===== src/rtl/clkgen_pkg.sv =====
`timescale 1ns/1ps
package clkgen_pkg;

    typedef enum logic [1:0] {
        SRC_MAIN       = 2'd0,
        SRC_LEAVE_MAIN = 2'd1,
        SRC_SUB        = 2'd2,
        SRC_LEAVE_SUB  = 2'd3
    } src_state_t;

    localparam int CTL_W   = 9;
    localparam int F_DIV   = 0;
    localparam int F_SEL   = 3;
    localparam int F_SUBON = 4;
    localparam int F_MSTOP = 5;
    localparam int F_MDRV  = 6;
    localparam int F_SDRV  = 7;
    localparam int F_WSTOP = 8;

    localparam logic [2:0]       DIV_DEFAULT = 3'd3;
    localparam logic [CTL_W-1:0] CTL_RESET   = 9'h0C3;

    function automatic logic [2:0] div_log2(input logic [2:0] code);
        return (code > 3'd4) ? 3'd4 : code;
    endfunction

endpackage


===== src/rtl/clkgen_div.sv =====
`timescale 1ns/1ps
module clkgen_div #(
    parameter int CW = 5,
    parameter int LW = 3
) (
    input  logic          clk,
    input  logic          rst_n,
    input  logic          tick,
    input  logic          clr,
    input  logic [LW-1:0] log2r,
    output logic          pulse
);

    logic [CW-1:0] cnt;
    logic [CW-1:0] last;

    assign last  = (CW'(1) << log2r) - CW'(1);
    assign pulse = tick && !clr && (cnt == last);

    always_ff @(posedge clk or negedge rst_n) begin
        if (!rst_n)
            cnt <= '0;
        else if (clr)
            cnt <= '0;
        else if (tick)
            cnt <= (cnt == last) ? '0 : cnt + CW'(1);
    end

    AST_CNT_IN_RANGE: assert property (@(posedge clk) disable iff (!rst_n)
        !clr |-> (cnt <= last));

endmodule


===== src/rtl/clkgen_regs.sv =====
`timescale 1ns/1ps
module clkgen_regs
    import clkgen_pkg::*;
(
    input  logic             clk,
    input  logic             rst_n,
    input  logic             wr_en,
    input  logic [CTL_W-1:0] wr_data,
    input  logic             stop_req,
    input  logic             low_power,
    input  logic             in_sub,
    output logic [CTL_W-1:0] ctl
);

    logic [CTL_W-1:0] ctl_d;

    always_comb begin
        ctl_d = ctl;
        if (stop_req) begin
            ctl_d[F_SDRV] = 1'b1;
            if (!low_power) begin
                ctl_d[F_MDRV]        = 1'b1;
                ctl_d[F_DIV +: 3]    = DIV_DEFAULT;
            end
        end else if (wr_en) begin
            ctl_d          = wr_data;
            ctl_d[F_MSTOP] = wr_data[F_MSTOP] && in_sub;
        end
        ctl_d[F_MSTOP] = ctl_d[F_MSTOP] && ctl_d[F_SEL] && ctl_d[F_SUBON];
    end

    always_ff @(posedge clk or negedge rst_n) begin
        if (!rst_n)
            ctl <= CTL_RESET;
        else
            ctl <= ctl_d;
    end

    AST_STOP_SUBDRV: assert property (@(posedge clk) disable iff (!rst_n)
        $past(stop_req) |-> ctl[F_SDRV]);

    AST_LP_KEEP_DIV: assert property (@(posedge clk) disable iff (!rst_n)
        (stop_req && low_power) |=> $stable(ctl[F_DIV +: 3]));

endmodule


===== src/rtl/clkgen_switch.sv =====
`timescale 1ns/1ps
module clkgen_switch
    import clkgen_pkg::*;
(
    input  logic       clk,
    input  logic       rst_n,
    input  logic       want_sub,
    input  logic       sub_on,
    input  logic       main_pulse,
    input  logic       sub_pulse,
    output src_state_t state,
    output logic       bclk_en
);

    src_state_t state_d;

    always_ff @(posedge clk or negedge rst_n) begin
        if (!rst_n)
            state <= SRC_MAIN;
        else
            state <= state_d;
    end

    always_comb begin
        state_d = state;
        unique case (state)
            SRC_MAIN:
                if (want_sub) state_d = SRC_LEAVE_MAIN;
            SRC_LEAVE_MAIN:
                if (!want_sub)       state_d = SRC_MAIN;
                else if (main_pulse) state_d = SRC_SUB;
            SRC_SUB:
                if (!want_sub) state_d = SRC_LEAVE_SUB;
            SRC_LEAVE_SUB:
                if (want_sub)                  state_d = SRC_SUB;
                else if (sub_pulse || !sub_on) state_d = SRC_MAIN;
        endcase
    end

    always_comb begin
        unique case (state)
            SRC_MAIN, SRC_LEAVE_MAIN: bclk_en = main_pulse;
            SRC_SUB,  SRC_LEAVE_SUB:  bclk_en = sub_pulse;
        endcase
    end

    AST_HANDOVER_MAIN: assert property (@(posedge clk) disable iff (!rst_n)
        (state == SRC_SUB && $past(state) == SRC_LEAVE_MAIN) |-> $past(main_pulse));

    AST_HANDOVER_SUB: assert property (@(posedge clk) disable iff (!rst_n)
        (state == SRC_MAIN && $past(state) == SRC_LEAVE_SUB)
            |-> ($past(sub_pulse) || !$past(sub_on)));

endmodule


===== src/rtl/clkgen_ctrl.sv =====
`timescale 1ns/1ps
module clkgen_ctrl
    import clkgen_pkg::*;
#(
    parameter int DIV_CW = 5
) (
    input  logic             clk,
    input  logic             rst_n,
    input  logic             main_tick,
    input  logic             sub_tick,
    input  logic             wr_en,
    input  logic [CTL_W-1:0] wr_data,
    input  logic             stop_req,
    input  logic             low_power,
    input  logic             wait_exec,
    output logic [CTL_W-1:0] rd_data,
    output logic             bclk_en,
    output logic             pf1_en,
    output logic             pf8_en,
    output logic             pf32_en,
    output logic             fc_en,
    output logic             fc32_en,
    output logic             src_is_sub
);

    localparam int NPF = 3;

    logic [CTL_W-1:0] ctl;
    src_state_t       state;
    logic             main_run, periph_tick, want_sub;
    logic             bus_clr, main_pulse;
    logic [2:0]       div_prev;
    logic [NPF-1:0]   pf_vec;

    assign main_run    = main_tick && !ctl[F_MSTOP];
    assign periph_tick = main_run && !(wait_exec && ctl[F_WSTOP]);
    assign fc_en       = sub_tick && ctl[F_SUBON];
    assign want_sub    = ctl[F_SEL] && ctl[F_SUBON];
    assign src_is_sub  = (state == SRC_SUB) || (state == SRC_LEAVE_SUB);
    assign rd_data     = ctl;
    assign bus_clr     = (ctl[F_DIV +: 3] != div_prev) || src_is_sub;

    always_ff @(posedge clk or negedge rst_n) begin
        if (!rst_n)
            div_prev <= DIV_DEFAULT;
        else
            div_prev <= ctl[F_DIV +: 3];
    end

    clkgen_regs u_regs (
        .clk       (clk),
        .rst_n     (rst_n),
        .wr_en     (wr_en),
        .wr_data   (wr_data),
        .stop_req  (stop_req),
        .low_power (low_power),
        .in_sub    (state == SRC_SUB),
        .ctl       (ctl)
    );

    clkgen_div #(.CW(DIV_CW), .LW(3)) u_bus_div (
        .clk   (clk),
        .rst_n (rst_n),
        .tick  (main_run),
        .clr   (bus_clr),
        .log2r (div_log2(ctl[F_DIV +: 3])),
        .pulse (main_pulse)
    );

    clkgen_switch u_switch (
        .clk        (clk),
        .rst_n      (rst_n),
        .want_sub   (want_sub),
        .sub_on     (ctl[F_SUBON]),
        .main_pulse (main_pulse),
        .sub_pulse  (fc_en),
        .state      (state),
        .bclk_en    (bclk_en)
    );

    for (genvar g = 0; g < NPF; g++) begin : g_pf
        localparam logic [2:0] PF_LOG = (g == 0) ? 3'd0 : (g == 1) ? 3'd3 : 3'd5;
        clkgen_div #(.CW(DIV_CW), .LW(3)) u_pf_div (
            .clk   (clk),
            .rst_n (rst_n),
            .tick  (periph_tick),
            .clr   (1'b0),
            .log2r (PF_LOG),
            .pulse (pf_vec[g])
        );
    end

    assign pf1_en  = pf_vec[0];
    assign pf8_en  = pf_vec[1];
    assign pf32_en = pf_vec[2];

    clkgen_div #(.CW(DIV_CW), .LW(3)) u_fc32_div (
        .clk   (clk),
        .rst_n (rst_n),
        .tick  (fc_en),
        .clr   (1'b0),
        .log2r (3'd5),
        .pulse (fc32_en)
    );

    AST_STOP_WHILE_SUB: assert property (@(posedge clk) disable iff (!rst_n)
        ctl[F_MSTOP] |-> (state == SRC_SUB));

    AST_PF_HALT: assert property (@(posedge clk) disable iff (!rst_n)
        ctl[F_MSTOP] |-> !(pf1_en || pf8_en || pf32_en));

    AST_WAIT_GATE: assert property (@(posedge clk) disable iff (!rst_n)
        (wait_exec && ctl[F_WSTOP]) |-> !(pf1_en || pf8_en || pf32_en));

    AST_SUB_OFF_SILENT: assert property (@(posedge clk) disable iff (!rst_n)
        !ctl[F_SUBON] |-> !fc_en && !fc32_en);

endmodule


===== config.mk =====
export PLATFORM = sky130hd
export DESIGN_NAME = clkgen_ctrl
export DESIGN_NICKNAME = d
export VERILOG_FILES = /design/src/rtl/clkgen_pkg.sv /design/src/rtl/clkgen_div.sv /design/src/rtl/clkgen_regs.sv /design/src/rtl/clkgen_switch.sv /design/src/rtl/clkgen_ctrl.sv
export SDC_FILE = /design/constraint.sdc
export NUM_CORES = 1
export LEC_CHECK = 0
export BUFFER_PORTS_ARGS = -buffer_cell sky130_fd_sc_hd__buf_2
export CAP_MARGIN = 10
export CELL_PAD_IN_SITES_DETAIL_PLACEMENT = 0
export CELL_PAD_IN_SITES_GLOBAL_PLACEMENT = 1
export CORE_MARGIN = 2
export CORE_UTILIZATION = 40
export DETAILED_ROUTE_END_ITERATION = 7
export PLACE_DENSITY = 0.86
export SLEW_MARGIN = 30
export SYNTH_ARGS = -nofsm -noshare
export SYNTH_HDL_FRONTEND = slang
export SYNTH_SLANG_ARGS = --single-unit

===== constraint.sdc =====
create_clock -name clk -period 2 [get_ports clk]
set_input_delay 0.1 -clock clk [delete_from_list [all_inputs] [get_ports clk]]
set_output_delay 0.1 -clock clk [all_outputs]
set_load 0.02 [all_outputs]

==> flow_summary.json, run 1 <==
{
  "cp_max_fo": 6,
  "min-delay-path-class": "primary input to flip-flop",
  "design_area_mm2": 0.00235,
  "clkSinkCount": 39,
  "core-area_mm2": 0.00472,
  "drive_gt1_share_pct": 25.2,
  "cts.clk_slew.worst_paths_ns": 0.07,
  "start_util_pct": 41.4,
  "hold_violations": 0,
  "yosysWarnings": 0,
  "synth_top_family_by_area": "simple AND/OR/NAND/NOR gates",
  "synthMuxAreaShare_pct": 2.88,
  "skew_ns": 0.00545,
  "clkPwrFrac_pct": 25.1,
  "internal_power_mw": 1.58,
  "io_buffers": 32,
  "synth_xor_area_share_pct": 3.14,
  "cts_buffer_depth": 2,
  "sw_frac_of_total_pct": 32.0,
  "p_seq_share_pct": 49.6,
  "remaining_drc_errors": 0,
  "io_pins": 33,
  "grt.overflow.total": 0,
  "placed_area_mm2": 0.00219,
  "place_worst_setup_slack_ns": 0.102,
  "cts_root_buffer": "clkbuf_8",
  "timing.hold.ws_ns": 0.0268,
  "routedWlPerCell_um": 12.8,
  "drv_cap": 0,
  "ys_ff_latch": 39,
  "grt_pass1_wl_mm": 6.77,
  "chipHeight_um": 73.9,
  "yosysUniqueCellTypes": 39,
  "cp_data_arrival_time_ns": 1.83,
  "syn_inst": 201,
  "cp.required_ns": 1.90,
  "cts_buffers": 5,
  "netlist_area_mm2": 0.00195,
  "synth_compound_area_share_pct": 12.6,
  "die_area_mm2": 0.00546,
  "path_class": "flip-flop to output port",
  "multiInputGateArea_um2": 932,
  "final.min_clock_period_ns": 1.93,
  "gr-usage-all-layers_pct": 16.5,
  "max_stage_delay_ns": 0.58,
  "grt_max_degree": 40,
  "rsz0062_at_grt": "yes",
  "grt_pass1_vias": 1454,
  "area_growth_pct": 20.2,
  "ir_worst_vdd_mv": 0.393,
  "rows": 25,
  "synthAdderAreaFrac_pct": 5.12,
  "syn_area_per_cell_um2": 9.72,
  "clkLatencyLatePin_ns": 0.29,
  "cp_slowest_cell": "dfstp_2",
  "p_switching_mw": 0.745,
  "crit_family": "simple AND/OR/NAND/NOR gates",
  "power_frac_comb_pct": 25.3,
  "start_kind": "flip-flop",
  "endpoint_kind": "output port",
  "fp.dieW_um": 73.9,
  "synth.net_count": 226,
  "dr.first_iter.drc_count": 137,
  "relSlewSlack_pct": 64.3,
  "gp_congestion": 0.756,
  "dp_hpwl_mm": 2.87,
  "routed_wl_mm": 3.95,
  "finalCritPeriodShare_pct": 96.5,
  "drv_slew": 0,
  "synthSimpleGateAreaFrac_pct": 23.1,
  "leakage_nw": 1.12,
  "routed_via_density": 5.08,
  "cp.buffers_inverters": 1,
  "vias": 1569,
  "fillCellCount": 447,
  "ant_nets": 0,
  "worstMarginPinSlew_ns": 0.529,
  "setup_viol": 0,
  "h-tree-depth": 2,
  "yosysSeqAreaShare_pct": 50.4,
  "cts_tree": "built",
  "cellPowerDensity_mw_per_mm2": 992,
  "dr.pass1.iters": 4,
  "nets": 266,
  "seqCellArea_um2": 983,
  "fin_ws_ns": 0.0696,
  "antenna_cells": 0,
  "path_cells": "xor2_1, or4_4, nor2_4, a22o_1, buf_6",
  "antenna_found_initial": 0,
  "fmax_mhz": 518,
  "status": "finished clean"
}
[routing by layer]
metal / track usage [%] / wire length, um / vias to the layer above
met5: 0 / 0 / -
met4: 6.06 / 67 / 0
met3: 4.80 / 134 / 7
met2: 24.5 / 1820 / 23
met1: 22.8 / 1930 / 756
li1: - / - / 783
[synth_stat cells (all sizes together)]
master | instances | area share (%)
a211o | 2 | 0.90
a211oi | 1 | 0.38
a21o | 3 | 1.2
a21oi | 8 | 2.2
a22o | 3 | 1.3
a32o | 1 | 0.51
and3 | 5 | 1.6
buf | 2 | 0.96
clkbuf | 4 | 0.77
dfrtp | 33 | 42
dfstp | 6 | 8.1
ha | 8 | 5.1
inv | 6 | 1.2
mux2 | 5 | 2.9
nand2 | 36 | 6.9
nand2b | 2 | 0.64
nand3 | 6 | 1.5
nand3b | 2 | 0.77
nand4 | 5 | 1.6
nand4b | 1 | 0.45
nor2 | 14 | 2.7
nor2b | 6 | 1.9
nor3 | 6 | 1.5
nor4 | 4 | 1.3
nor4b | 1 | 0.45
o211ai | 1 | 0.38
o21ai | 15 | 3.8
o22a | 1 | 0.45
o22ai | 2 | 0.96
o31ai | 1 | 0.38
or3 | 2 | 0.64
or3b | 1 | 0.45
or4 | 1 | 0.58
xnor2 | 4 | 1.8
xor2 | 3 | 1.3
[cell families after synthesis]
| group | count (synthesis) |
|---|---|
| flops | 39 |
| mux | 5 |
| buf+inv | 12 |
| fa+ha+maj | 8 |
| xor+xnor | 7 |
| simple gates | 92 |
| compound gates | 38 |
[cell usage in the layout, fill, tap and decap left out, types with 7 or more instances in the layout]
cell and count:
buf_2 30, ha_1 8, nor2_1 13, o21ai_0 13, nand2_1 36, dfrtp_1 33, clkbuf_8 7, a21oi_1 7
[final timing paths]
check                                     startpoint                                   to  slack, ns  cells after the start
max reg2reg                u_regs.ctl[0]$_DFFE_PN1P_         u_bus_div.cnt[4]$_DFFE_PN0P_       0.08                      5
max in group asynchronous                      rst_n            u_regs.ctl[1]$_DFFE_PN1P_       1.31                      2
min                                       wr_data[7]            u_regs.ctl[7]$_DFFE_PN1P_       0.03                      2
min in group asynchronous                      rst_n  g_pf[2].u_pf_div.cnt[2]$_DFFE_PN0P_       0.32                      2
max                        u_regs.ctl[0]$_DFFE_PN1P_                              bclk_en       0.07                      5
min reg2reg                u_regs.ctl[0]$_DFFE_PN1P_                div_prev[0]$_DFF_PN1_       0.40                      0
[power by group through the flow]
stage | Sequential (mW) | Combinational, mW | Clock (mW)
6_report | 1.16 | 0.590 | 0.584
3_3_place_gp | 1.16 | 0.556 | 0
3_5_place_dp | 1.17 | 0.578 | 0
2_1_floorplan | 1.15 | 0.421 | 0
4_1_cts | 1.15 | 0.588 | 0.606
5_1_grt | 1.19 | 0.685 | 0.648
[per-stage QoR]
stage | TNS, ns | std cells | total power, mW | util, %
floorplan | 0 | 201 | 1.57 | -
detailed placement | 0 | 298 | 1.74 | 46.4
CTS | 0 | 309 | 2.35 | 49.1
global route | -0.0461 | 309 | 2.52 | 49.7
global placement | 0 | 298 | 1.72 | 46.4
finish | 0 | 309 | 2.33 | 49.7
[sequential cells by signal (all words and copies together), names as in the netlist, named ones only]
name and count:
g_pf.u_pf_div.cnt 15, u_regs.ctl 9, u_bus_div.cnt 5, u_fc32_div.cnt 5, div_prev 3, u_switch.state 1
[what timing repair did]
action                     4_1_cts  5_1_grt
setup endpoints to repair        1        2
hold buffers                     2        0
pin swaps                        1        1
resized for setup                0        6
hold endpoints to repair        34        0
buffers inserted                 1        0
[final cells by class]
cell class                      instances  share of cell area (%)
Sequential cell                        39                    41.9
Tap cell                               67                    3.57
Multi-Input combinational cell        150                    39.7
Clock buffer                            8                    4.26
Timing Repair Buffer                   39                    9.64
Inverter                                6                   0.959
(Power assumes the default switching activity.)
==> run 2: changes to the inputs <==
- CORE_ASPECT_RATIO: unset -> 0.6
- SKIP_LAST_GASP: unset -> 1
==> run 2 against run 1 <==
Net effect: highest routed layer unchanged; worst hold slack improved by 0.0017 ns; worst setup slack worse by 0.017 ns; critical endpoint unchanged; register-to-register slack is essentially flat; critical path type unchanged; power down 2.4%; final cell count down 0.32%; largest cell class unchanged; flip-flop and latch count unchanged; non-clock buffer count grew 3; final area down 0.11%; maximum frequency fell by 0.89%.
==> flow_summary.json, run 2 (same netlist as run 1, synthesis figures left out) <==
{
  "die_area_mm2": 0.00548,
  "top_register": "g_pf.u_pf_div.cnt",
  "dr.first_iter.drc_count": 88,
  "start_kind": "flip-flop",
  "rsz0062_at_grt": "yes",
  "r2r_slack_ns": 0.07,
  "rows": 19,
  "placedCellCount": 295,
  "total_power_mw": 2.27,
  "fin_util_pct": 50.6,
  "min-delay-path-class": "primary input to flip-flop",
  "chipHeight_um": 58.1,
  "fp.dieW_um": 94.2,
  "max_stage_delay_ns": 0.59,
  "nets": 269,
  "remaining_drc_errors": 0,
  "layout.cells.non_filler": 308,
  "cts_buffer_depth": 2,
  "core-area_mm2": 0.00464,
  "path_class": "flip-flop to output port",
  "fillCellCount": 430,
  "leakage_nw": 1.13,
  "path_cells": "xor2_1, or4_4, nor2_2, a22o_1, buf_4",
  "cp.buffers_inverters": 1,
  "cp_slowest_cell": "dfstp_2",
  "setup_viol": 0,
  "routed_wl_mm": 4.21,
  "grt.overflow.total": 0,
  "cp_data_arrival_time_ns": 1.85,
  "cellPowerDensity_mw_per_mm2": 969,
  "cts_tree": "built",
  "grt_max_degree": 16,
  "start_util_pct": 42.1,
  "clkLatencyLatePin_ns": 0.30,
  "fmax_mhz": 513,
  "cp_max_fo": 6,
  "largest_reg_flops": 15,
  "h-tree-depth": 2,
  "placed_area_mm2": 0.00220,
  "grt_pass1_vias": 1364,
  "design_area_mm2": 0.00235,
  "vias": 1588,
  "mostFrequentLayoutCells": "nand2_1 (36), dfrtp_1 (32), buf_2 (31), o21ai_0 (13), nor2_1 (12)",
  "seqCellArea_um2": 985,
  "gr-usage-all-layers_pct": 16.6,
  "io_buffers": 32,
  "drive_gt1_share_pct": 27.8,
  "worstMarginPinSlew_ns": 0.537,
  "antenna_found_initial": 0,
  "crit_family": "simple AND/OR/NAND/NOR gates",
  "routedWlPerCell_um": 13.7,
  "clkSinkCount": 39,
  "antenna_cells": 0,
  "area_growth_pct": 20.1,
  "whs_path_depth": 2,
  "ir_worst_vdd_mv": 0.434,
  "cts_buffers": 5,
  "skew_ns": 0.0104,
  "drv_slew": 0,
  "cp.required_ns": 1.90,
  "io_pins": 33,
  "final.min_clock_period_ns": 1.95,
  "routed_via_density": 5.16,
  "endpoint_kind": "output port",
  "drv_cap": 0,
  "multiInputGateArea_um2": 933,
  "gp_congestion": 0.860,
  "reg2regPathDepth": 5,
  "grt_pass1_wl_mm": 6.87,
  "finalCritPeriodShare_pct": 97.4,
  "layout_commonest_cell": "nand2_1",
  "crit_cells": 5,
  "status": "finished clean",
  "ant_nets": 0,
  "hold_violations": 0,
  "dp_hpwl_mm": 3.17,
  "cts_root_buffer": "clkbuf_8",
  "largestRegisters": "g_pf.u_pf_div.cnt: 15 flops, u_regs.ctl: 9 flops",
  "relSlewSlack_pct": 63.8,
  "dr.pass1.iters": 4,
  "cts.clk_slew.worst_paths_ns": 0.08
}
==> run 2: changes by cell type in the layout (fill, tap and decap cells not counted), moves of 2 or more <==
cell | before | now
clkbuf_8 | 7 | 5
buf_4 | 6 | 9
clkinv_2 | 0 | 3
nor2_2 | 0 | 2
==> run 2: path summary, 6_finish.rpt <==
check	start	end
max	u_regs.ctl[0]$_DFFE_PN1P_	bclk_en
min	wr_data[7]	u_regs.ctl[7]$_DFFE_PN1P_
max reg2reg	u_regs.ctl[0]$_DFFE_PN1P_	u_bus_div.cnt[4]$_DFFE_PN0P_
min reg2reg	u_regs.ctl[0]$_DFFE_PN1P_	div_prev[0]$_DFF_PN1_
max in group asynchronous	rst_n	u_regs.ctl[6]$_DFFE_PN1P_
min in group asynchronous	rst_n	g_pf[2].u_pf_div.cnt[4]$_DFFE_PN0P_
==> run 2: stage by stage <==
stage                     hold slack, ns  worst slack (ns)  setup TNS, ns
after global placement           -0.0128             0.173              0
after detailed placement         -0.0110             0.105              0
final                             0.0286            0.0522              0
after global routing              0.0227           -0.0233        -0.0233
after CTS                         0.0211           0.00201              0
after floorplan                   -0.196             0.135              0
==> run 2: cell type report <==
type | count | share of cell area [%]
multi-input combinational | 150 | 39.8
tap | 63 | 3.36
clock inverter | 3 | 0.640
sequential | 39 | 42.0
inverter | 6 | 0.960
timing repair buffer | 42 | 10.3
clock buffer | 5 | 2.93
==> run 2: report_power, final <==
part / switching [mW] / leakage, nW / internal (mW) / total (mW)
clock network: 0.278 / 0.0477 / 0.239 / 0.517
logic: 0.304 / 0.603 / 0.286 / 0.590
registers: 0.181 / 0.477 / 0.984 / 1.17
==> run 2: worst register-to-register path: stages (launching register included) <==
cell	delay (ns)
dfstp_2	0.59
xor2_1	0.08
or4_4	0.52
buf_4	0.19
or3_1	0.36
o22ai_2	0.11
==> run 2: metal layers <==
metal  track usage (%)  part of all wire [%]
met5                 0                     0
met4              6.21                   1.1
met3              4.42                   4.2
met2              20.8                    40
met1              26.6                    54
==> run 2: timing repair <==
| action | CTS | global route |
|---|---|---|
| gates resized for setup | 1 | 6 |
| pin swaps | 1 | 1 |
| setup endpoints to repair | 1 | 2 |
| endpoints found under the hold margin | 18 | 0 |
| buffers inserted | 1 | 2 |
| hold buffers | 2 | 0 |
| cloned | 0 | 0 |
